==> src/rtl/tpg_pkg.sv <==
package tpg_pkg;

   // Timer reload value for a requested period; periods below 2 collapse to 0.
   function automatic logic [31:0] reload_of(input logic [31:0] period);
      return (period <= 32'd1) ? 32'd0 : period - 32'd1;
   endfunction

   // Outcome of one boundary for the segment counter
   typedef enum logic [1:0] {
      STEP_NONE  = 2'd0,
      STEP_RUN   = 2'd1,
      STEP_LOAD  = 2'd2
   } step_e;

endpackage

==> src/rtl/tpg_base_timer.sv <==
module tpg_base_timer
   import tpg_pkg::*;
#(
   parameter int unsigned PER_W      = 16,
   parameter int unsigned DEF_PERIOD = 4
) (
   input  logic             clk,
   input  logic             rst_n,
   input  logic             enable,
   input  logic             per_wr,
   input  logic [PER_W-1:0] per_data,
   output logic             expire
);
   localparam logic [PER_W-1:0] DEF_P   = PER_W'(DEF_PERIOD);
   localparam logic [PER_W-1:0] DEF_RLD = PER_W'(reload_of(32'(DEF_PERIOD)));

   logic [PER_W-1:0] per_pend;
   logic [PER_W-1:0] tmr;
   logic [PER_W-1:0] reload;

   always_comb begin
      reload = PER_W'(reload_of(32'(per_pend)));
      expire = enable && (tmr == '0);
   end

   always_ff @(posedge clk or negedge rst_n) begin
      if (!rst_n) begin
         per_pend <= DEF_P;
         tmr      <= DEF_RLD;
      end else begin
         if (per_wr)
            per_pend <= per_data;
         if (!enable || tmr == '0)
            tmr <= reload;
         else
            tmr <= tmr - 1'b1;
      end
   end
endmodule

==> src/rtl/tpg_seg_counter.sv <==
module tpg_seg_counter
   import tpg_pkg::*;
#(
   parameter int unsigned CNT_W = 16
) (
   input  logic             clk,
   input  logic             rst_n,
   input  logic             enable,
   input  logic             expire,
   input  logic             cnt_wr,
   input  logic [CNT_W-1:0] cnt_data,
   output logic             level,
   output logic             done_pulse,
   output logic             done_flag
);
   localparam logic [CNT_W-1:0] ONE = CNT_W'(1);

   logic [CNT_W-1:0] rem, rem_n;
   logic [CNT_W-1:0] pend, pend_n;
   logic             vld, vld_n;
   logic             lvl_n, done_n, flag_n;
   step_e            step;

   always_comb begin
      step = STEP_NONE;
      if (enable && expire) begin
         if (rem != '0)
            step = STEP_RUN;
         else if (vld)
            step = STEP_LOAD;
      end
   end

   always_comb begin
      rem_n  = rem;
      pend_n = pend;
      vld_n  = vld;
      lvl_n  = level;
      done_n = 1'b0;
      if (!enable) begin
         rem_n = '0;
         lvl_n = 1'b0;
      end else begin
         case (step)
            STEP_RUN: begin
               lvl_n  = ~level;
               rem_n  = rem - ONE;
               done_n = (rem == ONE);
            end
            STEP_LOAD: begin
               lvl_n  = ~level;
               rem_n  = pend - ONE;
               vld_n  = 1'b0;
               done_n = (pend == ONE);
            end
            default: ;
         endcase
      end
      if (cnt_wr) begin
         pend_n = cnt_data;
         vld_n  = (cnt_data != '0);
      end
      flag_n = done_n ? 1'b1 : (cnt_wr ? 1'b0 : done_flag);
   end

   always_ff @(posedge clk or negedge rst_n) begin
      if (!rst_n) begin
         rem        <= '0;
         pend       <= '0;
         vld        <= 1'b0;
         level      <= 1'b0;
         done_pulse <= 1'b0;
         done_flag  <= 1'b0;
      end else begin
         rem        <= rem_n;
         pend       <= pend_n;
         vld        <= vld_n;
         level      <= lvl_n;
         done_pulse <= done_n;
         done_flag  <= flag_n;
      end
   end
endmodule

==> src/rtl/trans_pulse_gen.sv <==
module trans_pulse_gen
   import tpg_pkg::*;
#(
   parameter int unsigned PER_W      = 16,
   parameter int unsigned CNT_W      = 16,
   parameter int unsigned DEF_PERIOD = 4,
   parameter bit          IDLE_HIGH  = 1'b0
) (
   input  logic             clk,
   input  logic             rst_n,
   input  logic             enable,
   input  logic             per_wr,
   input  logic [PER_W-1:0] per_data,
   input  logic             cnt_wr,
   input  logic [CNT_W-1:0] cnt_data,
   output logic             pin_out,
   output logic             done_pulse,
   output logic             done_flag
);
   generate
      if (PER_W < 2 || PER_W > 32) begin : g_bad_per_w
         $error("trans_pulse_gen: PER_W must be within 2..32");
      end
      if (CNT_W < 1 || CNT_W > 32) begin : g_bad_cnt_w
         $error("trans_pulse_gen: CNT_W must be within 1..32");
      end
      if (DEF_PERIOD < 1 || DEF_PERIOD >= (64'd1 << PER_W)) begin : g_bad_def
         $error("trans_pulse_gen: DEF_PERIOD must fit PER_W and be non-zero");
      end
   endgenerate

   logic expire;
   logic level;

   tpg_base_timer #(
      .PER_W      (PER_W),
      .DEF_PERIOD (DEF_PERIOD)
   ) u_timer (
      .clk      (clk),
      .rst_n    (rst_n),
      .enable   (enable),
      .per_wr   (per_wr),
      .per_data (per_data),
      .expire   (expire)
   );

   tpg_seg_counter #(
      .CNT_W (CNT_W)
   ) u_seg (
      .clk        (clk),
      .rst_n      (rst_n),
      .enable     (enable),
      .expire     (expire),
      .cnt_wr     (cnt_wr),
      .cnt_data   (cnt_data),
      .level      (level),
      .done_pulse (done_pulse),
      .done_flag  (done_flag)
   );

   generate
      if (IDLE_HIGH) begin : g_idle_high
         assign pin_out = ~level;
      end else begin : g_idle_low
         assign pin_out = level;
      end
   endgenerate
endmodule

==> config.mk <==
export PLATFORM = sky130hd
export DESIGN_NAME = trans_pulse_gen
export DESIGN_NICKNAME = d
export VERILOG_FILES = /design/src/rtl/tpg_pkg.sv /design/src/rtl/tpg_base_timer.sv /design/src/rtl/tpg_seg_counter.sv /design/src/rtl/trans_pulse_gen.sv
export SDC_FILE = /design/constraint.sdc
export NUM_CORES = 1
export LEC_CHECK = 0
export ABC_AREA = 1
export ABC_CLOCK_PERIOD_IN_PS = 2400
export BUFFER_PORTS_ARGS = -buffer_cell sky130_fd_sc_hd__buf_2
export CORE_MARGIN = 2
export CORE_UTILIZATION = 45
export DETAILED_ROUTE_END_ITERATION = 10
export SYNTH_ARGS = -nofsm -noshare
export SYNTH_HDL_FRONTEND = slang
export SYNTH_SLANG_ARGS = --single-unit
==> constraint.sdc <==
create_clock -name clk -period 2.4 [get_ports clk]
set_input_delay 0.24 -clock clk [delete_from_list [all_inputs] [get_ports clk]]
set_output_delay 0.24 -clock clk [all_outputs]
set_load 0.02 [all_outputs]
==> metrics.md <==
| Metric | Value |
|---|---|
| Clock latency on the worst-skew pair | `0.34 ns` |
| Number of sinks on the clock net | `68` |
| Number of hold violations in the final report | `0` |
| Placeable Area | `approximately 9200 um2` |
| Input/output buffers | `39` |
| Clock transition time at the flip-flop clock pins of the worst setup and hold paths | `0.08 ns` |
| Final weighted congestion of routability-driven global placement | `~0.86` |
| Via density per instance | `4.83` |
| Row count | `35` |
| Met2 GRT Util | `0.287` |
| Number of nets with antenna violations after detailed routing | `0` |
| Highest net fanout along the worst path | `7` |
| Worst clock skew | `between 0.01 and 0.015 ns` |
| Share of the cycle needed by the critical path after routing | `0.942` |
| Path type of the worst min-delay path | `input port to register` |
| Total standard cell area after synthesis | `4300 um2` |
| Seq cells post-synth | `between 60 and 70` |
| Fin Hold WS | `0.0997 ns` |
| Worst path setup slack after routing | `around 0.14 ns` |
| CTS tree | `done` |
| Number of warnings issued by yosys | `0` |
| Worst slack, placed | `-0.188 ns` |
| Fill count | `900` |
| Path type of the worst setup path | `register to register` |
| HPWL after detailed placement | `7.92 mm` |
| Required time of the critical path | `2.65 ns` |
| Power density cells | `~730 nW/um2` |
| RSZ-0062 raised after global routing | `true` |
| Clock Tree Root | `sky130_fd_sc_hd__clkbuf_8` |
| Final Instance Count excl. Fillers | `slightly above 800` |
| Synth unique cells | `34` |
| Final setup violating endpoints | `0` |
| Switching power total | `1.35 mW` |
| Power, Total | `approximately 3.7 mW` |
| Maximum number of pins on one net before global-route repair | `34` |
| Share of layout cells above drive strength 1 | `0.180` |
| Die Width | `~100 um` |
| Number of H-tree branching levels | `3` |
| Fraction of power consumed by sequential logic | `0.389` |
| Global-route wire length before repair | `17.2 mm` |
| Total number of nets in the final design | `~730` |
| Starting Density | `0.465` |
| Global routing usage on met3 | `0.0352` |
| Worst-case clock buffer depth | `2` |
| Clock share of power | `0.261` |
| Instance count after placement with tap cells included | `790` |
| Run status | `completed` |
| VDD IR max | `approximately 0.34 mV` |
| Final Slew Violations | `0` |
| Layer with the highest usage after global routing | `met1` |
| All-layer global routing usage | `0.213` |
| Aggregate routed wire length | `about 10 mm` |
| Met1 usage in global routing | `0.343` |
| Startpoint type of the worst setup path | `register` |
| Fmax | `about 0.44 GHz` |
| Footprint of the multi-input gates | `between 2000 and 2500 um2` |
| Via count | `between 3000 and 4000` |
| Leakage power | `about 2.5 nW` |
| Number of buffers created by CTS | `9` |
| Total iterations of the first detailed-routing run | `4` |
| CP Capture Type | `register` |
| Worst slew slack as a fraction of its limit | `0.514` |
| Area of all sequential standard cells | `roughly 1700 um2` |
| Antenna cells | `0` |
| Number of instances in the synthesized netlist | `roughly 600` |
| Sum of overflow across all layers after global routing | `0` |
| Avg Synthesized Cell Area | `roughly 7.0 um2` |
| Number of antenna violations at the first check in global routing | `0` |
| Arrival time of the worst setup path | `2.51 ns` |
| Number of design-rule violations left by the first detailed-router iteration | `slightly above 200` |
| Area delta synth->final | `18.5%` |
| Internal power contribution | `between 2 and 2.5 mW` |
| Switching Share | `0.362` |
| Ports placed on the boundary | `40` |
| Post-Syn Nets | `~660` |
| Sequential-to-total area share from yosys stat | `0.397` |
| Number of global-route vias before repair | `roughly 3600` |
| Detailed-route wire length per cell | `12.8 um` |
| Final critical path time including I/O delays and setup | `approximately 2.3 ns` |
| Number of max-cap violations | `0` |
| Die outline area | `~10000 um2` |
| Remaining design rule violation count | `0` |
| Portion of total power attributed to combinational logic | `0.350` |
| Height of the chip | `102 um` |
| Slew @ Worst Pin | `around 0.73 ns` |
stage by stage:
step	cell area, um2	TNS [ns]	utilization
floorplan	4300	0	-
global placement	4760	-0.559	0.516
detailed placement	4760	-1.33	0.516
CTS	4980	0	0.539
global route	5090	-0.156	0.551
finish	5090	0	0.551
worst max-delay path, stage by stage (launching register included):
cell	delay, ns
sky130_fd_sc_hd__dfrtp_1	0.39
sky130_fd_sc_hd__nor2_2	0.15
sky130_fd_sc_hd__nand2_1	0.10
sky130_fd_sc_hd__nor2_2	0.14
sky130_fd_sc_hd__nand3_1	0.08
sky130_fd_sc_hd__inv_1	0.08
sky130_fd_sc_hd__nand2_1	0.09
sky130_fd_sc_hd__nor2_4	0.12
sky130_fd_sc_hd__inv_1	0.05
sky130_fd_sc_hd__ha_1	0.22
sky130_fd_sc_hd__nor3_4	0.26
sky130_fd_sc_hd__buf_6	0.15
sky130_fd_sc_hd__clkinvlp_4	0.15
sky130_fd_sc_hd__o21ai_0	0.20
sequential cells by signal, summed over array words and instances (netlist names):
| signal | count |
|---|---|
| u_seg.pend | 16 |
| u_seg.done_pulse | 1 |
| u_seg.level | 1 |
| u_seg.rem | 16 |
| u_seg.vld | 1 |
| u_timer.tmr | 16 |
| u_seg.done_flag | 1 |
| u_timer.per_pend | 16 |
final cells by class:
cell class / count / area share
Clock buffer: 12 / 0.0305
Clock inverter: 4 / 0.00934
Inverter: 73 / 0.0553
Multi-Input combinational cell: 458 / 0.454
Sequential cell: 68 / 0.335
Tap cell: 129 / 0.0317
Timing Repair Buffer: 67 / 0.0841
power by group through the flow:
| stage | Clock (mW) | Sequential (mW) | Combinational (mW) |
|---|---|---|---|
| 2_1_floorplan | 0 | 1.46 | 0.840 |
| 5_1_grt | 1.05 | 1.47 | 1.48 |
| 4_1_cts | 0.997 | 1.45 | 1.26 |
| 6_report | 0.973 | 1.45 | 1.30 |
| 3_5_place_dp | 0 | 1.47 | 1.25 |
| 3_3_place_gp | 0 | 1.46 | 1.24 |
synth_stat cells:
library cell	n	area (um2)
sky130_fd_sc_hd__o21ai_2	5	43.8
sky130_fd_sc_hd__a31oi_1	1	6.26
sky130_fd_sc_hd__inv_2	2	7.51
sky130_fd_sc_hd__nor3_1	5	25.0
sky130_fd_sc_hd__nand2_4	1	11.3
sky130_fd_sc_hd__nor3b_1	1	7.51
sky130_fd_sc_hd__a31o_2	1	8.76
sky130_fd_sc_hd__xnor2_1	6	52.6
sky130_fd_sc_hd__ha_1	11	138
sky130_fd_sc_hd__nand2_2	3	18.8
sky130_fd_sc_hd__o21ai_0	50	250
sky130_fd_sc_hd__nand3_1	60	300
sky130_fd_sc_hd__nor2_1	88	330
sky130_fd_sc_hd__dfrtp_1	65	1630
sky130_fd_sc_hd__nor3_2	1	10.0
sky130_fd_sc_hd__buf_6	1	11.3
sky130_fd_sc_hd__mux2_2	6	67.6
sky130_fd_sc_hd__inv_1	71	267
sky130_fd_sc_hd__o21ai_1	1	5.00
sky130_fd_sc_hd__dfstp_2	3	78.8
sky130_fd_sc_hd__nor2_2	7	43.8
sky130_fd_sc_hd__buf_1	2	7.51
sky130_fd_sc_hd__a21oi_1	7	35.0
sky130_fd_sc_hd__buf_4	1	7.51
sky130_fd_sc_hd__clkbuf_1	5	18.8
sky130_fd_sc_hd__nor4_1	1	6.26
sky130_fd_sc_hd__buf_2	3	15.0
sky130_fd_sc_hd__a41oi_1	1	8.76
sky130_fd_sc_hd__nand2_1	167	627
sky130_fd_sc_hd__nand4_1	10	62.6
sky130_fd_sc_hd__nand3b_1	3	22.5
sky130_fd_sc_hd__nor2_4	1	11.3
sky130_fd_sc_hd__o22ai_1	8	50.1
sky130_fd_sc_hd__xor2_1	13	114
path summary, 6_finish.rpt:
path	start	endpoint	slack, ns	cells after the start
worst max-delay path	u_seg.rem[10]	u_seg.rem[10]	0.14	13
worst min-delay path	per_data[11]	u_timer.per_pend[11]	0.1	3
worst max register to register	u_seg.rem[10]	u_seg.rem[10]	0.14	13
worst min register to register	u_timer.per_pend[0]	u_timer.tmr[0]	0.48	1
max in group asynchronous	rst_n	u_seg.rem[0]	1.12	3
min in group asynchronous	rst_n	u_timer.tmr[11]	0.49	2
cell usage in the layout, fill, tap and decap left out, types with 2 or more instances in the layout:
cell type / n
sky130_fd_sc_hd__inv_2: 2
sky130_fd_sc_hd__nor2_2: 12
sky130_fd_sc_hd__a21oi_1: 7
sky130_fd_sc_hd__ha_1: 10
sky130_fd_sc_hd__dfrtp_1: 65
sky130_fd_sc_hd__xor2_1: 13
sky130_fd_sc_hd__clkinv_2: 2
sky130_fd_sc_hd__nand2_1: 167
sky130_fd_sc_hd__nand4_1: 10
sky130_fd_sc_hd__mux2_2: 6
sky130_fd_sc_hd__o21ai_2: 5
sky130_fd_sc_hd__nor2_4: 3
sky130_fd_sc_hd__nor3_1: 4
sky130_fd_sc_hd__clkinvlp_4: 3
sky130_fd_sc_hd__dfstp_2: 3
sky130_fd_sc_hd__clkbuf_8: 11
sky130_fd_sc_hd__buf_4: 24
sky130_fd_sc_hd__buf_6: 2
sky130_fd_sc_hd__o21ai_0: 48
sky130_fd_sc_hd__inv_1: 69
sky130_fd_sc_hd__o22ai_1: 8
sky130_fd_sc_hd__nor2_1: 81
sky130_fd_sc_hd__nand3b_1: 3
sky130_fd_sc_hd__o21ai_1: 3
sky130_fd_sc_hd__nand2_2: 3
sky130_fd_sc_hd__nand3_1: 59
sky130_fd_sc_hd__buf_2: 39
sky130_fd_sc_hd__xnor2_1: 6
logic make-up (layout without fill, tap and decap cells):
group                      after synthesis  count (layout)  synth area share
AOI/OAI and AO/OA                       74              74            0.0950
xor gates and xnor gates                19              19            0.0387
adders and majority gates               11              11            0.0320
buffers and inverters                   85             156            0.0778
DFF                                     68              68             0.397
muxes                                    6               6            0.0157
and+or+nand+nor                        348             348             0.344
timing repair:
item | CTS | global route
endpoints found under the hold margin | 28 | 0
setup buffers | 0 | 4
setup endpoints to repair | 16 | 18
pin swaps | 0 | 2
hold buffers | 1 | 0
resized for setup | 2 | 21
layer usage:
layer,up-vias,routed length (um)
met2,89,4120
li1,2093,-
met4,0,74
met3,4,462
met5,-,0
met1,1733,5700
No activity file was read; power rests on OpenSTA's default activity.
